===== src/rtl/aot_pkg.sv =====
// Shared definitions for the always-on timer: register indices, field
// positions and the packed control register layout.
package aot_pkg;

    localparam int DIV_SEL_W  = 4;   // prescale field width
    localparam int CTRL_BITS  = 7;   // stored control bits below the flag

    // control register field positions
    localparam int CT_EN   = 0;
    localparam int CT_FLAG = 7;

    // prescale register field positions
    localparam int PS_DIV_LO  = 0;
    localparam int PS_BYP     = 4;
    localparam int PS_CSEL_LO = 5;

    typedef enum logic [1:0] {
        REG_CTRL  = 2'd0,
        REG_PRESC = 2'd1,
        REG_CMP   = 2'd2,
        REG_CNT   = 2'd3
    } aot_reg_e;

    typedef enum logic [1:0] {
        CK_OSC = 2'd0,
        CK_RSV = 2'd1,
        CK_RTC = 2'd2,
        CK_PER = 2'd3
    } aot_clk_e;

    // packed so that bit positions match the control register bits 6:0
    typedef struct packed {
        logic       dbg_run;
        logic       irq_en;
        logic [1:0] src;
        logic       pol;
        logic       pulse;
        logic       en;
    } aot_ctrl_t;

endpackage


===== src/rtl/aot_sync.sv =====
// Two-flop synchronizer bank.
// Assumes each bit is an independent asynchronous level; no bus coherence.
module aot_sync #(
    parameter int W = 4
) (
    input  logic         clk,
    input  logic         rst_n,
    input  logic [W-1:0] async_in,
    output logic [W-1:0] sync_out
);

    generate
        for (genvar i = 0; i < W; i++) begin : g_bit
            logic meta_q;
            logic stab_q;

            // capture and settle one asynchronous level
            always_ff @(posedge clk) begin
                if (!rst_n) begin
                    meta_q <= 1'b0;
                    stab_q <= 1'b0;
                end else begin
                    meta_q <= async_in[i];
                    stab_q <= meta_q;
                end
            end

            assign sync_out[i] = stab_q;
        end
    endgenerate

endmodule


===== src/rtl/aot_divfilt.sv =====
// Shared prescale / filter engine.
// In timer mode the accumulator divides the selected tick by 2^(n+1).
// In pulse mode it measures how long the synchronized input has differed
// from the accepted level and accepts the new level after 2^(n+1) cycles.
// Bypass skips whichever function is active.
// Assumes lvl_in is already synchronous to clk.
module aot_divfilt #(
    parameter int SEL_W = 4
) (
    input  logic             clk,
    input  logic             rst_n,
    input  logic             clear,
    input  logic             run,
    input  logic             pulse_mode,
    input  logic             bypass,
    input  logic             pol,
    input  logic [SEL_W-1:0] div_sel,
    input  logic             tick,
    input  logic             lvl_in,
    output logic             inc
);

    localparam int ACC_W = 1 << SEL_W;

    logic [ACC_W-1:0] acc_q;
    logic [ACC_W-1:0] limit;
    logic [ACC_W:0]   ratio;
    logic             lvl_q;
    logic             differ;
    logic             at_lim;
    logic             accept;

    // limit is ratio-1, ratio = 2^(n+1)
    always_comb begin
        ratio  = (ACC_W+1)'(2) << div_sel;
        limit  = ACC_W'(ratio - 1'b1);
        at_lim = acc_q >= limit;
        differ = lvl_in != lvl_q;
        accept = run && differ && (bypass || at_lim);
    end

    // increment request for the counter
    always_comb begin
        if (!pulse_mode) inc = run && tick && (bypass || at_lim);
        else             inc = accept && (lvl_in == ~pol);
    end

    // accumulator and accepted-level state
    always_ff @(posedge clk) begin
        if (!rst_n || clear) begin
            acc_q <= '0;
            lvl_q <= 1'b0;
        end else if (run) begin
            if (!pulse_mode) begin
                if (tick && !bypass) acc_q <= at_lim ? '0 : acc_q + 1'b1;
            end else if (!differ) begin
                acc_q <= '0;
            end else if (accept) begin
                acc_q <= '0;
                lvl_q <= lvl_in;
            end else begin
                acc_q <= acc_q + 1'b1;
            end
        end
    end


    prescale_spacing_chk: assert property (@(posedge clk) disable iff (!rst_n)
        (run && !pulse_mode && !bypass && inc) |=> !(inc && !bypass && !pulse_mode));


    level_accept_chk: assert property (@(posedge clk) disable iff (!rst_n)
        (pulse_mode && inc && !clear) |=> (lvl_q == $past(lvl_in)) && (lvl_q != $past(lvl_q)));

endmodule


===== src/rtl/aot_counter.sv =====
// Main count register with compare, wrap and sticky completion flag.
// Assumes inc is already gated by enable and debug-halt.
module aot_counter #(
    parameter int CNT_W = 32
) (
    input  logic             clk,
    input  logic             rst_n,
    input  logic             inc,
    input  logic             en,
    input  logic             zero,
    input  logic             wr_cnt,
    input  logic [CNT_W-1:0] wr_val,
    input  logic [CNT_W-1:0] cmp,
    input  logic             flag_clr,
    output logic [CNT_W-1:0] cnt,
    output logic             flag
);

    logic match;

    assign match = cnt == cmp;

    // count update: disable zeroing, software load, then increment with wrap
    always_ff @(posedge clk) begin
        if (!rst_n) begin
            cnt <= '0;
        end else if (zero) begin
            cnt <= '0;
        end else if (!en && wr_cnt) begin
            cnt <= wr_val;
        end else if (inc) begin
            cnt <= match ? '0 : cnt + 1'b1;
        end
    end

    // sticky flag: set on matching increment, cleared by write-one
    always_ff @(posedge clk) begin
        if (!rst_n) begin
            flag <= 1'b0;
        end else if (inc && match) begin
            flag <= 1'b1;
        end else if (flag_clr) begin
            flag <= 1'b0;
        end
    end


    flag_on_match_chk: assert property (@(posedge clk) disable iff (!rst_n)
        $rose(flag) |-> ($past(cnt) == $past(cmp)) && (cnt == '0));


    count_step_chk: assert property (@(posedge clk) disable iff (!rst_n)
        ($past(en) && !$past(zero) && (cnt != $past(cnt))) |-> ((cnt == $past(cnt) + 1'b1) || (cnt == '0)));

endmodule


===== src/rtl/aot_timer.sv =====
// Always-on timer / pulse counter top: register file, clock-strobe select,
// pulse-source select and the glue between synchronizer, divider/filter
// and counter. Assumes tick strobes are one-cycle enables synchronous to clk.
module aot_timer #(
    parameter int DATA_W = 32,
    parameter int CNT_W  = 32
) (
    input  logic              clk,
    input  logic              rst_n,
    input  logic              wr_en,
    input  logic [1:0]        wr_addr,
    input  logic [DATA_W-1:0] wr_data,
    input  logic [1:0]        rd_addr,
    output logic [DATA_W-1:0] rd_data,
    input  logic              osc_tick,
    input  logic              rtc_tick,
    input  logic              per_tick,
    input  logic [2:0]        pulse_pin,
    input  logic              trig_in,
    input  logic              dbg_halt,
    output logic              irq
);
    import aot_pkg::*;

    localparam int NSRC = 4;

    aot_ctrl_t            ctrl_q;
    logic [DIV_SEL_W-1:0] div_q;
    logic                 byp_q;
    aot_clk_e             csel_q;
    logic [CNT_W-1:0]     cmp_q;
    logic [CNT_W-1:0]     cnt;
    logic                 flag;
    logic                 wr_ctrl, wr_presc, wr_cmp, wr_cnt;
    logic                 zero, flag_clr, run, tick, inc, lvl_sel;
    logic [NSRC-1:0]      sync_q;

    // write decode
    always_comb begin
        wr_ctrl  = wr_en && (wr_addr == REG_CTRL);
        wr_presc = wr_en && (wr_addr == REG_PRESC);
        wr_cmp   = wr_en && (wr_addr == REG_CMP);
        wr_cnt   = wr_en && (wr_addr == REG_CNT);
        zero     = wr_ctrl && ctrl_q.en && !wr_data[CT_EN];
        flag_clr = wr_ctrl && wr_data[CT_FLAG];
    end

    // control register
    always_ff @(posedge clk) begin
        if (!rst_n)       ctrl_q <= '0;
        else if (wr_ctrl) ctrl_q <= aot_ctrl_t'(wr_data[CTRL_BITS-1:0]);
    end

    // prescale / clock-select register
    always_ff @(posedge clk) begin
        if (!rst_n) begin
            div_q  <= '0;
            byp_q  <= 1'b0;
            csel_q <= CK_OSC;
        end else if (wr_presc) begin
            div_q  <= wr_data[PS_DIV_LO +: DIV_SEL_W];
            byp_q  <= wr_data[PS_BYP];
            csel_q <= aot_clk_e'(wr_data[PS_CSEL_LO +: 2]);
        end
    end

    // compare register
    always_ff @(posedge clk) begin
        if (!rst_n)      cmp_q <= '0;
        else if (wr_cmp) cmp_q <= wr_data[CNT_W-1:0];
    end

    // timer tick source select; reserved code gives no ticks
    always_comb begin
        case (csel_q)
            CK_OSC:  tick = osc_tick;
            CK_RTC:  tick = rtc_tick;
            CK_PER:  tick = per_tick;
            default: tick = 1'b0;
        endcase
    end

    // run qualifier: enabled and not frozen by debug halt
    assign run     = ctrl_q.en && (!dbg_halt || ctrl_q.dbg_run);
    assign lvl_sel = sync_q[ctrl_q.src];
    assign irq     = flag && ctrl_q.irq_en;

    aot_sync #(.W(NSRC)) u_sync (
        .clk      (clk),
        .rst_n    (rst_n),
        .async_in ({trig_in, pulse_pin}),
        .sync_out (sync_q)
    );

    aot_divfilt #(.SEL_W(DIV_SEL_W)) u_divfilt (
        .clk        (clk),
        .rst_n      (rst_n),
        .clear      (!ctrl_q.en),
        .run        (run),
        .pulse_mode (ctrl_q.pulse),
        .bypass     (byp_q),
        .pol        (ctrl_q.pol),
        .div_sel    (div_q),
        .tick       (tick),
        .lvl_in     (lvl_sel),
        .inc        (inc)
    );

    aot_counter #(.CNT_W(CNT_W)) u_counter (
        .clk      (clk),
        .rst_n    (rst_n),
        .inc      (inc),
        .en       (ctrl_q.en),
        .zero     (zero),
        .wr_cnt   (wr_cnt),
        .wr_val   (wr_data[CNT_W-1:0]),
        .cmp      (cmp_q),
        .flag_clr (flag_clr),
        .cnt      (cnt),
        .flag     (flag)
    );

    // register read mux
    always_comb begin
        case (aot_reg_e'(rd_addr))
            REG_CTRL:  rd_data = DATA_W'({flag, ctrl_q});
            REG_PRESC: rd_data = DATA_W'({csel_q, byp_q, div_q});
            REG_CMP:   rd_data = DATA_W'(cmp_q);
            default:   rd_data = DATA_W'(cnt);
        endcase
    end


    debug_freeze_chk: assert property (@(posedge clk) disable iff (!rst_n)
        (ctrl_q.en && dbg_halt && !ctrl_q.dbg_run && !wr_ctrl) |=> $stable(cnt));


    count_load_chk: assert property (@(posedge clk) disable iff (!rst_n)
        (wr_cnt && !ctrl_q.en) |=> (cnt == $past(wr_data[CNT_W-1:0])));


    disable_zero_chk: assert property (@(posedge clk) disable iff (!rst_n)
        (ctrl_q.en && wr_ctrl && !wr_data[CT_EN]) |=> (cnt == '0));

endmodule


===== config.mk =====
export PLATFORM = sky130hd
export DESIGN_NAME = aot_timer
export DESIGN_NICKNAME = d
export VERILOG_FILES = /design/src/rtl/aot_pkg.sv /design/src/rtl/aot_sync.sv /design/src/rtl/aot_divfilt.sv /design/src/rtl/aot_counter.sv /design/src/rtl/aot_timer.sv
export SDC_FILE = /design/constraint.sdc
export NUM_CORES = 1
export LEC_CHECK = 0
export ABC_AREA = 1
export BUFFER_PORTS_ARGS = -buffer_cell sky130_fd_sc_hd__buf_2
export CAP_MARGIN = 10
export CORE_ASPECT_RATIO = 2
export CORE_MARGIN = 10
export CORE_UTILIZATION = 60
export DETAILED_ROUTE_END_ITERATION = 10
export HOLD_SLACK_MARGIN = 0.08
export PLACE_DENSITY = 0.82
export SETUP_SLACK_MARGIN = 0.15
export SLEW_MARGIN = 20
export SYNTH_ARGS = -nofsm -noshare
export SYNTH_HDL_FRONTEND = slang
export SYNTH_SLANG_ARGS = --single-unit

===== constraint.sdc =====
create_clock -name clk -period 3.3 [get_ports clk]
set_clock_uncertainty 0.05 [all_clocks]
set_input_delay 0.66 -clock clk [delete_from_list [all_inputs] [get_ports clk]]
set_output_delay 0.66 -clock clk [all_outputs]
set_load 0.03 [all_outputs]

# Yosys cells after proc, flatten, opt, wreduce, memory -nomap -nowiden

Cells that the tools add are included.

Output and inout bits: 33
Word-level logic and storage cells: 89
Bits of input ports: 47
Bits in registers: 104

Reductions and logical operators: 34
Multiplexer cells: 15
$lt $le $gt $ge: 2
Add/subtract/negate cells: 3
Equality and inequality tests: 10
Bitwise gates (word level): 2
Shift operators: 1

Operator list:

| kind                                                | count |
|---|---|
| 2-to-1 mux 32 bit                                   | 3 |
| one-hot mux 32 bit (3 select lines)                 | 1 |
| 2-to-1 mux 16 bit                                   | 5 |
| adder 32 x 1 -> 32 bit, second input constant       | 1 |
| equality test 32 bit                                | 1 |
| logical AND 1 bit                                   | 17 |
| adder 16 x 1 -> 16 bit, second input constant       | 1 |
| >= comparator 16 bit                                | 1 |
| left shift 2 x 4 -> 16 bit, first input constant    | 1 |
| subtractor 16 x 1 -> 16 bit, second input constant  | 1 |
| equality test 2 bit, second input constant          | 5 |
| zero test 2 bit                                     | 3 |
| nonzero test 2 bit                                  | 3 |
| zero test 1 bit                                     | 5 |
| equality test 2 x 1 -> 1 bit, second input constant | 2 |
| 2-to-1 mux 1 bit                                    | 4 |
| AND reduction 4 bit                                 | 1 |
| logical OR 1 bit                                    | 3 |
| < comparator 2 x 3 -> 1 bit, second input constant  | 1 |
| one-hot mux 1 bit (3 select lines)                  | 1 |
| binary-select mux 1 bit (select 2 bit)              | 1 |
| inverter 1 bit                                      | 2 |
| AND reduction 2 bit                                 | 1 |
| OR reduction 2 bit                                  | 1 |
| 2 further kinds                                     | 2 |

# Depth between registers and ports, before layout

Gate-level depths: netlist of the first run.

Depth after elaboration: 9
Mapped depth: 21
Depth with buffers taken out: 20

# By module

A second synthesis of the first run with hierarchy kept.

Cell total of the unflattened synthesis: 1243
Area total of the unflattened synthesis: 7449.6 um^2

Modules (own cells, without submodules):

| module      | instances | area an instance (um^2) | sequential area each (um^2) | cells an instance |
|---|---|---|---|---|
| aot_counter | 1         | 2946.6                  | 660.6                       | 503 |
| aot_timer   | 1         | 2474.9                  | 920.9                       | 417 |
| aot_divfilt | 1         | 1773.0                  | 340.3                       | 294 |
| aot_sync    | 1         | 255.2                   | 160.2                       | 29 |

# Least setup slack after synthesis of the first run

OpenSTA, ideal clock, no wires.

Path type: reg-to-reg
Start point: register div_q[3]
End point: register u_counter.cnt[0]
Buffers on the path: 1
Required time: 3186 ps
Slack: 550 ps
Library setup time: 64 ps
Clock period less this slack: 2750 ps
Arrival: 2636 ps
Cell stages (with the launch flop): 20
Path through: dfxtp_1 > nor2_1 > inv_1 > nor2_1 > inv_1 > ha_1 > o211ai_1 > xnor2_1 > ha_1 > a21o_1 > nor2_1 > nand2_1 > nand2_1 > nand3_2 > nand2_2 > nand2_2 > nor2_4 > buf_6 > nor2_1 > nor2_1

Cells in the longest elaborated chain, start to end: 8
Elaborated cells between the ends (all ways): 9
Classes of those cells: add/sub: 1; order compare: 1; shift: 1; mux: 1; reduce/logical: 5

RTL lines:

| element                               | RTL line                             | RTL |
|---|---|---|
| start: declaration                    | aot_timer.sv:28                      | `logic [DIV_SEL_W-1:0] div_q;` |
| start signal: assignment              | aot_timer.sv:61                      | `div_q <= wr_data[PS_DIV_LO +: DIV_SEL_W];` |
| left shift 2 x 4 -> 16 bit *          | aot_divfilt.sv:35                    | `ratio = (ACC_W+1)'(2) << div_sel;` |
| subtractor 16 x 1 -> 16 bit *         | aot_divfilt.sv:36                    | `limit = ACC_W'(ratio - 1'b1);` |
| >= comparator 16 bit *                | aot_divfilt.sv:37                    | `at_lim = acc_q >= limit;` |
| logical OR 1 bit *                    | aot_divfilt.sv:39, aot_divfilt.sv:44 |  |
| logical AND 1 bit                     | aot_divfilt.sv:39                    | `accept = run && differ && (bypass \|\| at_lim);` |
| logical AND 1 bit                     | aot_divfilt.sv:45                    | `else inc = accept && (lvl_in == ~pol);` |
| 2-to-1 mux 1 bit *                    | aot_divfilt.sv:44                    | `if (!pulse_mode) inc = run && tick && (bypass \|\| at_lim);` |
| nonzero test 2 bit (no source line) * | -                                    |  |
| end signal: assignment                | aot_counter.sv:30                    | `cnt <= wr_val;` |
| end signal: assignment                | aot_counter.sv:32                    | `cnt <= match ? '0 : cnt + 1'b1;` |
| end: declaration                      | aot_counter.sv:15                    | `output logic [CNT_W-1:0] cnt,` |

Every way passes the cells marked *; elsewhere a longest branch is shown, timed or not.
A chain may end at the register's enable or synchronous reset.

# Final worst setup path of the first run

Start point: register div_q[2]
End point: register u_counter.cnt[11]

Same word-level chain as after synthesis.

==> reports/results.txt, run 1 <==
Syn_area_per_cell = 6.12 um^2
Initial Utilization = 0.607
Final HPWL DP = 17400 um
# Max-Cap Violations = 0
Least-Margin Pin Slew = 1.09 ns
Clock Tree Buf Depth = 2
DRC marker count from the first detailed-route iteration = 549
I/O pin total = 80
Setup ws final = 0.353 ns
Filler Cells Inserted = 1104
CP max FO = 32
RR Startpoint = div_q[2]
Synth warnings = 0
Hold_ws = 0.366 ns
Fmax achieved = 339 MHz
Clock sink total = 104
Worst vdd ir = 0.291 mV
Vias in the first global route = 7693
Seq/Total Area, Yosys = 0.295
Synthesis-stage register bit count = 104
Core Rows = 56
Critical Path AT = 3.16 ns
Status = complete, no violations
WP data required = 3.52 ns
CTS Hold Bufs = 0
TritonCTS clock tree = yes
Commonest non-fill, non-tap cell in the layout = nand2_1
Post-place setup slack = -0.0915 ns
Core Region = 11600 um^2
Critical R2R Capture = u_counter.cnt[11]
P per Cell Area = 388 nW/um^2
Final setup viols = 0
Root buffer cell = clkbuf_16
Rel. slew slack = 0.275
Die span in y = 173 um
Layout Nets = 1282
Final hold vios = 0
Post-synth cell types = 36
Die area = 16800 um^2
Flop2flop setup slack = 0.35 ns
Vias per inst = 5.70
Final ANT Viol Nets = 0
Period utilization = 0.893
DIE WIDTH = 96.7 um
Synth-to-layout area growth = 12.7%
Setup crit start kind = flop
Pin count of the biggest net entering global routing = 65
Worst-Skew Late Latency = 0.37 ns
Most frequent cells in the layout = nand2_1 (312), nor2_1 (169), inv_1 (125)
Tot Pwr = 3.09 mW
Mapped Area = 7060 um^2
Top_reg_cell synth = dfxtp_1
Async set-reset flop share out of synthesis = 0
Drt total wl = 23700 um
Share of cells above drive strength 1 = 0.122
GRT Overall Usage = 0.272
CTS Buf Count = 9
Critical path class = flop to flop
Crit. End Element = flop
TritonRoute pass-1 iters = 6
DRC = 0
Tightest Hold Check Type = flop to flop
Post-Syn Nets = 1218
Synth Instances = 1153
First-pass GRT wire length = 38100 um
Leakage = 3.82 nW
Via count = 7789
Routed wire per std cell = 17.3 um
H-tree levels = 3
Post-synth EDFFs = 0
WHS Path Cells = 2
TNS Setup = 0 ns
Hold endpoint = u_sync.g_bit[2].stab_q
Count of input and output buffers = 79
CTS clk-pin slew, worst paths = 0.09 ns
Diode count = 0
Period minus WS final = 2.95 ns
Placer Congestion = 0.983
RSZ-0062 raised after global routing = no
Hold Startpoint = u_sync.g_bit[2].meta_q
GRT overflow = 0
Reg2reg path depth = 18
Final Max Slew Viols = 0
Initial antenna violation count = 0
==> worst max path at each step <==
stage	cells past startpoint	startpoint	slack [ns]	end
after floorplan	19	div_q[3]	0.55	u_counter.cnt[0]
after global placement	19	div_q[2]	0.009	u_counter.cnt[16]
after detailed placement	19	div_q[2]	-0.09	u_counter.cnt[7]
after CTS	19	div_q[2]	0.13	u_counter.cnt[11]
after global routing	19	div_q[2]	0.15	u_counter.cnt[11]
final	18	div_q[2]	0.35	u_counter.cnt[11]
==> what timing repair did <==
| action | in CTS | in global routing |
|---|---|---|
| setup endpoints to repair | 32 | 49 |
| buffers inserted | 3 | 0 |
| resized for setup | 1 | 8 |
| cloned | 1 | 0 |
| pin swaps | 2 | 0 |
==> stage by stage <==
step | instances | utilization | area [um^2]
final | 1367 | 0.684 | 7950
after global routing | 1367 | 0.684 | 7950
after CTS | 1367 | 0.682 | 7930
after detailed placement | 1347 | 0.649 | 7540
after floorplan | 1153 | - | 7060
after global placement | 1347 | 0.649 | 7540
==> flip-flops by register name, indices dropped and copies added (netlist names) <==
signal / flops
byp_q: 1
cmp_q: 32
csel_q: 2
ctrl_q: 7
div_q: 4
u_counter.cnt: 32
u_counter.flag: 1
u_divfilt.acc_q: 16
u_divfilt.lvl_q: 1
u_sync.g_bit.meta_q: 4
u_sync.g_bit.stab_q: 4
==> cell type report <==
type                       count  area [um^2]  area share
multi-input combinational    872         4280       0.538
sequential                   104         2080       0.262
timing repair buffer          97          592      0.0744
inverter                     133          499      0.0628
clock buffer                   9          225      0.0283
tap                          145          181      0.0228
clock inverter                 7         93.8      0.0118
==> power by group <==
part	switching, mW	leakage (nW)	internal [mW]
clock	0.603	0.154	0.554
combinational	0.370	2.82	0.193
sequential	0.0566	0.849	1.31
total	1.03	3.82	2.06
==> logic make-up after synthesis <==
kind of cell | after synthesis | share of synthesized area
and+or+nand+nor | 648 | 0.393
adders and majority gates | 18 | 0.0319
buffers and inverters | 178 | 0.103
DFF | 104 | 0.295
AOI/OAI and AO/OA | 163 | 0.125
xor gates and xnor gates | 42 | 0.0521
==> layer usage <==
| layer | track usage | part of all wire |
|---|---|---|
| met5 | 0 | 0 |
| met4 | 0.177 | 0.064 |
| met3 | 0.0459 | 0.056 |
| met2 | 0.511 | 0.54 |
| met1 | 0.262 | 0.34 |
==> cell usage after synthesis (18+ instances only) <==
cell        n  share of area
nand4_1    37          0.033
inv_1     125          0.066
clkbuf_1   24          0.013
nand3_1    84          0.060
a21oi_1    55          0.039
ha_1       18          0.032
o21ai_0    80          0.057
nor3_1     22          0.016
nand2_1   313           0.17
nor2_1    171          0.091
dfxtp_1   104           0.30
xor2_1     29          0.036
==> critical path, stage by stage, from the launching register on <==
cell and delay, ns:
dfxtp_2 0.36, nor2_2 0.13, inv_1 0.09, nor2_2 0.12
inv_1 0.06, ha_1 0.25, o211ai_1 0.14, xnor2_1 0.15
ha_1 0.26, a21o_1 0.18, nor2_1 0.09, nand2_1 0.06
nand2_1 0.08, nand3_2 0.13, nand3_4 0.10, buf_6 0.28
nand4_1 0.14, nand2_1 0.11, nor2_1 0.06
Note: power is estimated with default switching activity, not from simulation.
==> run 2, diff against run 1 <==
--- a/config.mk
+++ b/config.mk
@@ -10,12 +10,12 @@
 export CAP_MARGIN = 10
 export CORE_ASPECT_RATIO = 2
 export CORE_MARGIN = 10
-export CORE_UTILIZATION = 60
+export CORE_UTILIZATION = 41
 export DETAILED_ROUTE_END_ITERATION = 10
 export HOLD_SLACK_MARGIN = 0.08
-export PLACE_DENSITY = 0.82
+export PLACE_DENSITY = 0.59
 export SETUP_SLACK_MARGIN = 0.15
-export SLEW_MARGIN = 20
+export SLEW_MARGIN = 30
 export SYNTH_ARGS = -nofsm -noshare
 export SYNTH_HDL_FRONTEND = slang
 export SYNTH_SLANG_ARGS = --single-unit
==> run 2 against run 1 <==
Utilization fell by 21 points. Register-to-register slack improved by 0.05 ns. Sequential power barely moved. Die area rose by 38%. First-iteration DRC count fell by 33%. Flip-flop and latch count did not move. Combinational power barely moved. Non-clock buffer count rose by 3. Hold slack got worse by 0.0017 ns. Critical endpoint is now u_counter.cnt[19].
==> reports/results.txt, run 2 (synthesis results as in run 1) <==
Status = complete, no violations
Tightest Hold Check Type = flop to flop
Biggest registers after layout = cmp_q (32), u_counter.cnt (32), u_divfilt.acc_q (16)
DRC marker count from the first detailed-route iteration = 367
Final ANT Viol Nets = 0
Switching pwr = 0.959 mW
CP most frequent cell = nor2_1
Crit path cell chain = nor2_4 -> inv_1 -> nor2_2 -> inv_1 -> ha_1 -> o211ai_1 -> xnor2_1 -> ha_1 -> a21o_1 -> nor2_1 -> nand2_1 -> nand2_1 -> nand3_4 -> nand2_4 -> nand2_2 -> nor2_4 -> buf_12 -> nor2_1 -> nor2_1
Final HPWL DP = 19600 um
Via count = 7547
Share of cells above drive strength 1 = 0.123
Core Region = 16800 um^2
Least-Margin Pin Slew = 0.857 ns
Die span in y = 206 um
Dpl cells = 1414
Post-route insts no fill = 1431
Crit. End Element = flop
Post-place setup slack = 0.234 ns
DIE WIDTH = 113 um
Final hold vios = 0
Synth-to-layout area growth = 13.5%
CP max FO = 21
Period minus WS final = 2.89 ns
Worst vdd ir = 0.237 mV
Hold endpoint = u_sync.g_bit[2].stab_q
CTS clk-pin slew, worst paths = 0.08 ns
Sequential share of power = 0.447
Vias per inst = 5.27
Clock Tree Buf Depth = 2
Hold Startpoint = u_sync.g_bit[2].meta_q
Critical R2R Capture = u_counter.cnt[19]
H-tree levels = 3
# Max-Cap Violations = 0
TritonCTS clock tree = yes
Clock sink total = 104
CTS Buf Count = 9
Initial Utilization = 0.419
Pin count of the biggest net entering global routing = 65
Vias in the first global route = 7704
Root buffer cell = clkbuf_16
Sw frac = 0.314
Placer Congestion = 0.940
WHS Path Cells = 2
GRT Overall Usage = 0.219
Count of input and output buffers = 79
I/O pin total = 80
Period utilization = 0.877
WP data required = 3.55 ns
Clock power share = 0.369
Setup ws final = 0.407 ns
GRT overflow = 0
First-pass GRT wire length = 40200 um
Flop2flop setup slack = 0.41 ns
Critical Path AT = 3.14 ns
P per Cell Area = 381 nW/um^2
Gate power share = 0.184
Leakage = 3.82 nW
Worst path max stage delay = 0.37 ns
Initial antenna violation count = 0
Diode count = 0
Fmax achieved = 346 MHz
Drt total wl = 25600 um
Critical path's slowest cell = dfxtp_2
Rel. slew slack = 0.429
Final Max Slew Viols = 0
RR Startpoint = div_q[2]
Die area = 23200 um^2
Hold_ws = 0.364 ns
Worst-Skew Late Latency = 0.37 ns
Critical path class = flop to flop
TritonRoute pass-1 iters = 5
Commonest non-fill, non-tap cell in the layout = nand2_1
Layout Nets = 1284
Core Rows = 67
TNS Setup = 0 ns
Most frequent cells in the layout = nand2_1 (311), nor2_1 (169), inv_1 (125)
Routed wire per std cell = 17.9 um
Final setup viols = 0
DRC = 0
Reg2reg path depth = 19
RSZ-0062 raised after global routing = no
Setup crit start kind = flop
Cell-internal power = 2.09 mW
[run 2: changes by cell type in the layout (fill, tap and decap cells not counted), sizes merged]
cell | before | now
inv | 136 | 133
nor2 | 179 | 178
bufinv | 0 | 1
clkbuf | 9 | 10
clkinvlp | 0 | 2
clkinv | 4 | 3
buf | 97 | 100
[run 2: per-stage QoR]
step	util	power [mW]	instance area, um^2
2_1_floorplan	-	1.75	7060
3_3_place_gp	0.455	1.95	7660
3_5_place_dp	0.455	1.95	7660
4_1_cts	0.472	3.07	7960
5_1_grt	0.475	3.19	8010
6_report	0.475	3.05	8010
[run 2: worst max-delay path by stage]
stage / from / end / slack, ns / cells after the start
2_1_floorplan: div_q[3] / u_counter.cnt[0] / 0.55 / 19
3_3_place_gp: div_q[2] / u_counter.cnt[3] / 0.29 / 19
3_5_place_dp: div_q[2] / u_counter.cnt[3] / 0.23 / 20
4_1_cts: div_q[2] / u_divfilt.acc_q[9] / 0.21 / 20
5_1_grt: div_q[0] / u_divfilt.acc_q[14] / 0.18 / 19
6_report: div_q[2] / u_counter.cnt[19] / 0.41 / 19
[run 2: cell type report]
type                       count  area [um^2]
clock inverter                 6         67.6
fill                        1903         8840
clock buffer                  10          229
tap                          207          259
sequential                   104         2080
timing repair buffer         100          589
inverter                     133          500
multi-input combinational    871         4280
[run 2: metal layers]
metal	global-route usage	share of wire	wire (um)
met1	0.202	0.35	9010
met2	0.426	0.56	14200
met4	0.145	0.059	1500
met3	0.0295	0.033	841
met5	0	0	0
[run 2: critical path: cells and delay by family (launching register included)]
family	cells	cell delay [ns]
AOI/OAI and AO/OA	2	0.31
xor gates and xnor gates	1	0.14
buffers and inverters	3	0.32
and+or+nand+nor	11	1.12
DFF	1	0.37
adders and majority gates	2	0.50
[run 2: timing repair]
| item | 4_1_cts | 5_1_grt |
|---|---|---|
| buffers inserted | 0 | 1 |
| hold buffers | 0 | 0 |
| endpoints found under the setup margin | 0 | 49 |
| gates resized for setup | 0 | 12 |
[run 2: power by group through the flow]
stage | Sequential (mW) | Clock, mW | Combinational [mW]
final | 1.37 | 1.13 | 0.561
after global routing | 1.37 | 1.19 | 0.627
after CTS | 1.37 | 1.15 | 0.558
after detailed placement | 1.39 | 0 | 0.555
after global placement | 1.39 | 0 | 0.551
after floorplan | 1.38 | 0 | 0.376
